--- src/rtl/opsrc_pkg.sv ---
package opsrc_pkg;

    localparam int CODE_W = 9;
    localparam int IDX_W  = 8;
    localparam int LIT_W  = 32;
    localparam int VAL_W  = 2 * LIT_W;

    typedef enum logic [2:0] {
        SRC_SGPR    = 3'd0,
        SRC_SPECIAL = 3'd1,
        SRC_VGPR    = 3'd2,
        SRC_ICONST  = 3'd3,
        SRC_LITERAL = 3'd4,
        SRC_LDS     = 3'd5
    } src_kind_e;

    typedef enum logic [1:0] {
        FT_NONE   = 2'd0,
        FT_HALF   = 2'd1,
        FT_SINGLE = 2'd2,
        FT_DOUBLE = 2'd3
    } ftype_e;

    typedef enum logic [1:0] {
        SPAN_1 = 2'd0,
        SPAN_2 = 2'd1,
        SPAN_4 = 2'd2,
        SPAN_8 = 2'd3
    } span_e;

    typedef struct packed {
        src_kind_e          kind;
        logic [IDX_W-1:0]   index;
        logic               illegal;
    } route_t;

    typedef struct packed {
        route_t             route;
        logic [VAL_W-1:0]   imm;
    } opsrc_out_t;

    // code space landmarks
    localparam logic [CODE_W-1:0] C_SCALAR_TOP  = 9'd127;
    localparam logic [CODE_W-1:0] C_RSVD_LOW    = 9'd125;
    localparam logic [CODE_W-1:0] C_ZERO        = 9'd128;
    localparam logic [CODE_W-1:0] C_POS_LAST    = 9'd192;
    localparam logic [CODE_W-1:0] C_NEG_LAST    = 9'd208;
    localparam logic [CODE_W-1:0] C_RSVD_HI_END = 9'd239;
    localparam logic [CODE_W-1:0] C_FLT_FIRST   = 9'd240;
    localparam logic [CODE_W-1:0] C_FLT_LAST    = 9'd248;
    localparam logic [CODE_W-1:0] C_RSVD_A      = 9'd249;
    localparam logic [CODE_W-1:0] C_RSVD_B      = 9'd250;
    localparam logic [CODE_W-1:0] C_LDS         = 9'd254;
    localparam logic [CODE_W-1:0] C_LIT         = 9'd255;

    function automatic logic [15:0] flt_half(input logic [3:0] sel);
        case (sel)
            4'd0:    flt_half = 16'h3800;
            4'd1:    flt_half = 16'hB800;
            4'd2:    flt_half = 16'h3C00;
            4'd3:    flt_half = 16'hBC00;
            4'd4:    flt_half = 16'h4000;
            4'd5:    flt_half = 16'hC000;
            4'd6:    flt_half = 16'h4400;
            4'd7:    flt_half = 16'hC400;
            4'd8:    flt_half = 16'h3118;
            default: flt_half = 16'h0000;
        endcase
    endfunction

    function automatic logic [31:0] flt_single(input logic [3:0] sel);
        case (sel)
            4'd0:    flt_single = 32'h3F00_0000;
            4'd1:    flt_single = 32'hBF00_0000;
            4'd2:    flt_single = 32'h3F80_0000;
            4'd3:    flt_single = 32'hBF80_0000;
            4'd4:    flt_single = 32'h4000_0000;
            4'd5:    flt_single = 32'hC000_0000;
            4'd6:    flt_single = 32'h4080_0000;
            4'd7:    flt_single = 32'hC080_0000;
            4'd8:    flt_single = 32'h3E22_F983;
            default: flt_single = 32'h0000_0000;
        endcase
    endfunction

    function automatic logic [63:0] flt_double(input logic [3:0] sel);
        case (sel)
            4'd0:    flt_double = 64'h3FE0_0000_0000_0000;
            4'd1:    flt_double = 64'hBFE0_0000_0000_0000;
            4'd2:    flt_double = 64'h3FF0_0000_0000_0000;
            4'd3:    flt_double = 64'hBFF0_0000_0000_0000;
            4'd4:    flt_double = 64'h4000_0000_0000_0000;
            4'd5:    flt_double = 64'hC000_0000_0000_0000;
            4'd6:    flt_double = 64'h4010_0000_0000_0000;
            4'd7:    flt_double = 64'hC010_0000_0000_0000;
            4'd8:    flt_double = 64'h3FC4_5F30_6DC9_C882;
            default: flt_double = 64'h0;
        endcase
    endfunction

endpackage

--- src/rtl/opsrc_classify.sv ---
module opsrc_classify
    import opsrc_pkg::*;
#(
    parameter int SGPR_LAST = 103
) (
    input  logic [CODE_W-1:0] code,
    input  logic              vec_instr,
    input  span_e             span,
    output route_t            route
);
    localparam logic [CODE_W-1:0] SGPR_TOP = CODE_W'(SGPR_LAST);

    logic misaligned;

    // alignment only matters inside the scalar register space
    always_comb begin
        misaligned = 1'b0;
        if (code <= C_SCALAR_TOP) begin
            case (span)
                SPAN_1:         misaligned = 1'b0;
                SPAN_2:         misaligned = code[0];
                SPAN_4, SPAN_8: misaligned = |code[1:0];
                default:        misaligned = 1'b0;
            endcase
        end
    end

    always_comb begin
        route.index   = code[IDX_W-1:0];
        route.kind    = SRC_ICONST;
        route.illegal = 1'b0;
        if (code[CODE_W-1]) begin
            route.kind    = SRC_VGPR;
            route.illegal = ~vec_instr;
        end else if (code <= SGPR_TOP) begin
            route.kind    = SRC_SGPR;
            route.illegal = misaligned;
        end else if (code <= C_SCALAR_TOP) begin
            route.kind    = SRC_SPECIAL;
            route.illegal = misaligned | (code == C_RSVD_LOW);
        end else if (code <= C_NEG_LAST) begin
            route.kind    = SRC_ICONST;
        end else if (code <= C_RSVD_HI_END) begin
            route.kind    = SRC_ICONST;
            route.illegal = 1'b1;
        end else if (code <= C_FLT_LAST) begin
            route.kind    = SRC_ICONST;
        end else if (code == C_RSVD_A || code == C_RSVD_B) begin
            route.kind    = SRC_ICONST;
            route.illegal = 1'b1;
        end else if (code == C_LDS) begin
            route.kind    = SRC_LDS;
        end else if (code == C_LIT) begin
            route.kind    = SRC_LITERAL;
        end else begin
            route.kind    = SRC_SPECIAL;
        end
    end
endmodule

--- src/rtl/opsrc_immgen.sv ---
module opsrc_immgen
    import opsrc_pkg::*;
(
    input  logic [CODE_W-1:0] code,
    input  logic              op_wide,
    input  logic              vec_instr,
    input  ftype_e            ftype,
    input  logic [LIT_W-1:0]  lit,
    output logic [VAL_W-1:0]  imm
);
    logic [VAL_W-1:0] int_val;
    logic [VAL_W-1:0] flt_val;
    logic [VAL_W-1:0] lit_val;
    logic [7:0]       mag;

    // integer constants: exact, sign-extended to operand width
    always_comb begin
        mag = 8'd0;
        int_val = '0;
        if (code <= C_POS_LAST) begin
            mag     = code[7:0] - 8'd128;
            int_val = {{(VAL_W-8){1'b0}}, mag};
        end else begin
            mag     = code[7:0] - 8'd192;
            int_val = VAL_W'(0) - {{(VAL_W-8){1'b0}}, mag};
        end
        if (!op_wide) begin
            int_val[VAL_W-1:LIT_W] = '0;
        end
    end

    // float constants in the operand's encoding
    always_comb begin
        if (ftype == FT_HALF) begin
            flt_val = {{(VAL_W-16){1'b0}}, flt_half(code[3:0])};
        end else if (op_wide) begin
            flt_val = flt_double(code[3:0]);
        end else begin
            flt_val = {{(VAL_W-LIT_W){1'b0}}, flt_single(code[3:0])};
        end
    end

    // literal placement
    always_comb begin
        if (!op_wide) begin
            lit_val = {{(VAL_W-LIT_W){1'b0}}, lit};
        end else if (vec_instr) begin
            lit_val = {lit, {LIT_W{1'b0}}};
        end else begin
            lit_val = {{(VAL_W-LIT_W){lit[LIT_W-1]}}, lit};
        end
    end

    always_comb begin
        if (code[CODE_W-1]) begin
            imm = '0;
        end else if (code >= C_ZERO && code <= C_NEG_LAST) begin
            imm = int_val;
        end else if (code >= C_FLT_FIRST && code <= C_FLT_LAST) begin
            imm = flt_val;
        end else if (code == C_LIT) begin
            imm = lit_val;
        end else begin
            imm = '0;
        end
    end
endmodule

--- src/rtl/opsrc_decoder.sv ---
module opsrc_decoder
    import opsrc_pkg::*;
#(
    parameter int SGPR_LAST = 103,
    parameter bit REG_OUT   = 1'b1
) (
    input  logic        clk,
    input  logic        rst,
    input  logic [8:0]  src_code,
    input  logic        op_wide,
    input  logic        vec_instr,
    input  logic [1:0]  float_type,
    input  logic [1:0]  grp_span,
    input  logic [31:0] lit_dword,
    output logic [2:0]  src_kind,
    output logic [7:0]  reg_index,
    output logic [63:0] imm_value,
    output logic        illegal
);
    route_t           route_c;
    logic [VAL_W-1:0] imm_c;
    opsrc_out_t       res_c;
    opsrc_out_t       res_q;

    opsrc_classify #(.SGPR_LAST(SGPR_LAST)) u_classify (
        .code      (src_code),
        .vec_instr (vec_instr),
        .span      (span_e'(grp_span)),
        .route     (route_c)
    );

    opsrc_immgen u_immgen (
        .code      (src_code),
        .op_wide   (op_wide),
        .vec_instr (vec_instr),
        .ftype     (ftype_e'(float_type)),
        .lit       (lit_dword),
        .imm       (imm_c)
    );

    assign res_c.route = route_c;
    assign res_c.imm   = imm_c;

    generate
        if (REG_OUT) begin : g_reg
            always_ff @(posedge clk) begin
                if (rst) begin
                    res_q <= '0;
                end else begin
                    res_q <= res_c;
                end
            end
        end else begin : g_comb
            assign res_q = res_c;
        end
    endgenerate

    assign src_kind  = res_q.route.kind;
    assign reg_index = res_q.route.index;
    assign illegal   = res_q.route.illegal;
    assign imm_value = res_q.imm;
endmodule

--- config.mk ---
export PLATFORM = sky130hd
export DESIGN_NAME = opsrc_decoder
export DESIGN_NICKNAME = d
export VERILOG_FILES = /design/src/rtl/opsrc_pkg.sv /design/src/rtl/opsrc_classify.sv /design/src/rtl/opsrc_immgen.sv /design/src/rtl/opsrc_decoder.sv
export SDC_FILE = /design/constraint.sdc
export NUM_CORES = 1
export LEC_CHECK = 0
export BUFFER_PORTS_ARGS = -buffer_cell sky130_fd_sc_hd__buf_2
export CORE_MARGIN = 4
export CORE_UTILIZATION = 39
export CTS_CLUSTER_SIZE = 30
export DETAILED_ROUTE_END_ITERATION = 12
export MAX_ROUTING_LAYER = met4
export PLACE_DENSITY = 0.7
export SYNTH_ARGS = -nofsm -noshare
export SYNTH_HDL_FRONTEND = slang
export SYNTH_SLANG_ARGS = --single-unit
--- constraint.sdc ---
create_clock -name clk -period 2.9 [get_ports clk]
set_clock_uncertainty 0.2 [all_clocks]
set_input_delay 0.58 -clock clk [delete_from_list [all_inputs] [get_ports clk]]
set_output_delay 0.58 -clock clk [all_outputs]
set_load 0.005 [all_outputs]
==> results_tabular.tex <==
\begin{tabular}{lr}
\hline
Metric & Value \\
\hline
\multicolumn{2}{l}{\textbf{Synth}} \\
\quad Most used standard cell by instance count after synthesis & dfxtp\_1 \\
\quad Top\_reg\_cell synth & dfxtp\_1 \\
\quad Yosys warns & 0 \\
\quad Sequential cell area fraction in the yosys report & 42.2\% \\
\quad Largest area contributor in the synthesized netlist & dfxtp\_1 \\
\quad Cells after Synth & about 430 \\
\quad Post-synthesis register bit count & 76 \\
\quad Cell types occupying the most area after synthesis & dfxtp\_1, a21oi\_1, a21o\_1 \\
\quad Number of enable flip-flop cells after synthesis & 0 \\
\quad Area share of the largest cell type after synthesis & between 40\% and 50\% \\
\quad Post-Syn Area & approximately 3600 µm² \\
\quad Average size of a mapped cell & 8.33 µm² \\
\quad Most common library cells after synthesis & dfxtp\_1, a21oi\_1, nand2\_1 \\
\quad Share of synthesized flip-flops with an asynchronous set or reset & 0\% \\
\quad Count of different cell masters after synthesis & between 60 and 70 \\
\quad Net Count, Synth & 490 \\
\multicolumn{2}{l}{\textbf{STA}} \\
\quad Final Setup Violations & 0 \\
\quad Worst slew slack as a fraction of its limit & a little under three fifths \\
\quad Number of failing hold endpoints at the final stage & 0 \\
\quad Transition time at the pin with the least slew margin & 0.642 ns \\
\quad Final critical-path required period & approximately 2.5 ns \\
\quad Pins Over Slew Limit & 0 \\
\quad Total negative slack for setup checks & 0 ns \\
\quad Fmax & 394 MHz \\
\quad Ratio of final minimum period to clock period & 87.5\% \\
\quad Unrepaired setup endpoints after global routing & false \\
\multicolumn{2}{l}{\textbf{Route}} \\
\quad Detailed Routing Iterations Pass 1 & 5 \\
\quad Number of nets with antenna violations after detailed routing & 0 \\
\quad WL/cell & 17.5 µm \\
\quad Final routed DRC violation total & 0 \\
\quad Via count normalized by instance count & 5.62 \\
\quad Violation count after the first detailed-routing iteration & approximately 240 \\
\quad Total length of routed wires & 11,800 µm \\
\quad Overall via count from detail\_route & 3,782 \\
\multicolumn{2}{l}{\textbf{Floorplanning}} \\
\quad Floorplan die area & 10,900 µm² \\
\quad Overall die height & 104 µm \\
\quad Row count & 34 \\
\quad CORE AREA & 8850 µm² \\
\quad Top Ports & 125 \\
\quad Initial cell density of the core & 40.8\% \\
\quad Width of the die & 104 µm \\
\multicolumn{2}{l}{\textbf{Power}} \\
\quad Total power per unit cell area & 471 nW/µm² \\
\quad Leakage & 2.23 nW \\
\quad Peak supply drop & 0.228 mV \\
\quad Power, Total & around 2.2 mW \\
\multicolumn{2}{l}{\textbf{Global route}} \\
\quad Antenna violations before repair & 0 \\
\quad Overall Global Routing Usage & a little over a fifth \\
\quad Largest net degree at the start of global routing & 30 \\
\quad Total grt overflow & 0 \\
\quad Met1 Usage GRT & 28.1\% \\
\quad Wire length of the first global-routing pass & 18,800 µm \\
\quad Global routing usage on met2 & 34.1\% \\
\quad Global routing's busiest layer & met2 \\
\quad Met3 track demand over resource & approximately 4.7\% \\
\quad Via count of the first global-routing pass & 3,632 \\
\multicolumn{2}{l}{\textbf{CTS}} \\
\quad CTS-repair resized insts & 0 \\
\quad Post-CTS Setup Bufs & 0 \\
\quad Clock tree from TritonCTS & done \\
\quad Clock transition at the registers of the reported paths & 0.08 ns \\
\quad Max clock buf depth & 2 \\
\quad Number of buffers created by CTS & 9 \\
\quad CTS H-tree lvls & 3 \\
\quad Clock root buffer & clkbuf\_8 \\
\quad Number of buffers inserted for hold repair after clock tree synthesis & 0 \\
\quad Clock tree sinks & between 70 and 80 \\
\multicolumn{2}{l}{\textbf{Outcome}} \\
\quad Outcome & finished, final reports clean \\
\multicolumn{2}{l}{\textbf{Place}} \\
\quad Number of placed instances, taps included & 658 \\
\quad Routability congestion estimate & about 0.96 \\
\quad Detailed Place HPWL & 8970 µm \\
\quad Number of buffer cells added on primary ports & roughly 120 \\
\multicolumn{2}{l}{\textbf{Layout}} \\
\quad Antenna diodes & 0 \\
\quad Share of post-route cells with drive strength above 1 & 32.4\% \\
\quad Layout Area Growth over Synthesis & 28.5\% \\
\quad Final std cells w/o fill & 673 \\
\quad Net count of the finished layout & roughly 620 \\
\quad Fill cell instance count of the final layout & 881 \\
\multicolumn{2}{l}{\textbf{Critical path}} \\
\quad Maximum fanout count along the critical path & 10 \\
\quad Startpoint Class & input pin \\
\quad Worst setup path class & in -> reg \\
\quad Required time reported for the critical path endpoint & 2.91 ns \\
\quad Data arrival time of the critical path & 2.54 ns \\
\quad Worst setup EP type & flip-flop \\
\multicolumn{2}{l}{\textbf{Min path}} \\
\quad Kind of path behind the tightest hold check & in -> reg \\
\multicolumn{2}{l}{\textbf{Flow run}} \\
\quad Maximum capacitance violations & 0 \\
\hline
\end{tabular}
## worst paths after layout
kind | from | end | slack, ns | cells after the start
setup / recovery | src_code[7] | imm_value[42] | 0.36 | 7
hold / removal | lit_dword[12] | imm_value[12] | 0.28 | 3
## routing by layer
metal  routed length, µm  up-vias
li1                    -     1818
met1                5240     1747
met2                5510      197
met3                 852       20
met4                 195        0
met5                   0        -
## registers in the layout, summed over array words and instances, names as in the netlist
signal	count
illegal	1
src_kind	3
imm_value	64
reg_index	8
## layout by cell type, fill, tap and decap left out, types with 3 or more instances in the layout
master / instances
a21o_1: 28
and2_1: 4
nor2_1: 25
buf_2: 124
inv_1: 7
a221oi_1: 3
a211oi_1: 6
nor3_1: 7
dfxtp_1: 76
buf_4: 29
o21ai_0: 15
o21ai_1: 10
nand3_1: 11
o21ai_2: 7
and3_1: 6
nand4_1: 3
nand2b_1: 3
nand2_1: 47
a41oi_1: 3
nor2b_1: 5
a31oi_1: 6
clkbuf_8: 9
a22oi_1: 6
a21oi_1: 60
ha_1: 8
o21a_1: 4
## through the flow
stage	instance area [µm²]	hold slack, ns	utilization, %	setup WS (ns)
2_1_floorplan	3610	0.498	-	0.126
3_3_place_gp	4450	0.647	50.2	0.133
3_5_place_dp	4450	0.648	50.2	0.0597
4_1_cts	4630	0.267	52.4	0.410
5_1_grt	4630	0.271	52.4	0.225
6_report	4630	0.279	52.4	0.362
## critical path, cell delays in order
cell and delay [ns]:
buf_2 0.16, ha_1 0.26, and4b_1 0.28, a22oi_1 0.37, nor3_1 0.18, a21boi_1 0.56
a21oi_1 0.15
## where the power goes
group          internal, mW  switching (mW)  leakage, nW  total, mW
clock                 0.394           0.408       0.0955      0.803
sequential             1.07         0.00589        0.618       1.07
combinational         0.122           0.185         1.52      0.307
total                  1.58           0.599         2.23       2.18
## final cells by class
cell class                 count  area, µm²  share of cell area, %
multi-input combinational    312       1900                   41.0
sequential                    76       1520                   32.8
clock inverter                 6       65.1                   1.40
timing repair buffer         154        858                   18.5
tap                          108        135                   2.92
clock buffer                   9        124                   2.67
inverter                       8       30.0                  0.648
## cells by family after synthesis
kind of cell,synth area share (%)
buf+inv,5.13
mux,0.555
compound gates,30.7
xor+xnor,0.729
flops,42.2
fa+ha+maj,2.77
simple gates,17.9
Power figures use the tool's default switching activity.
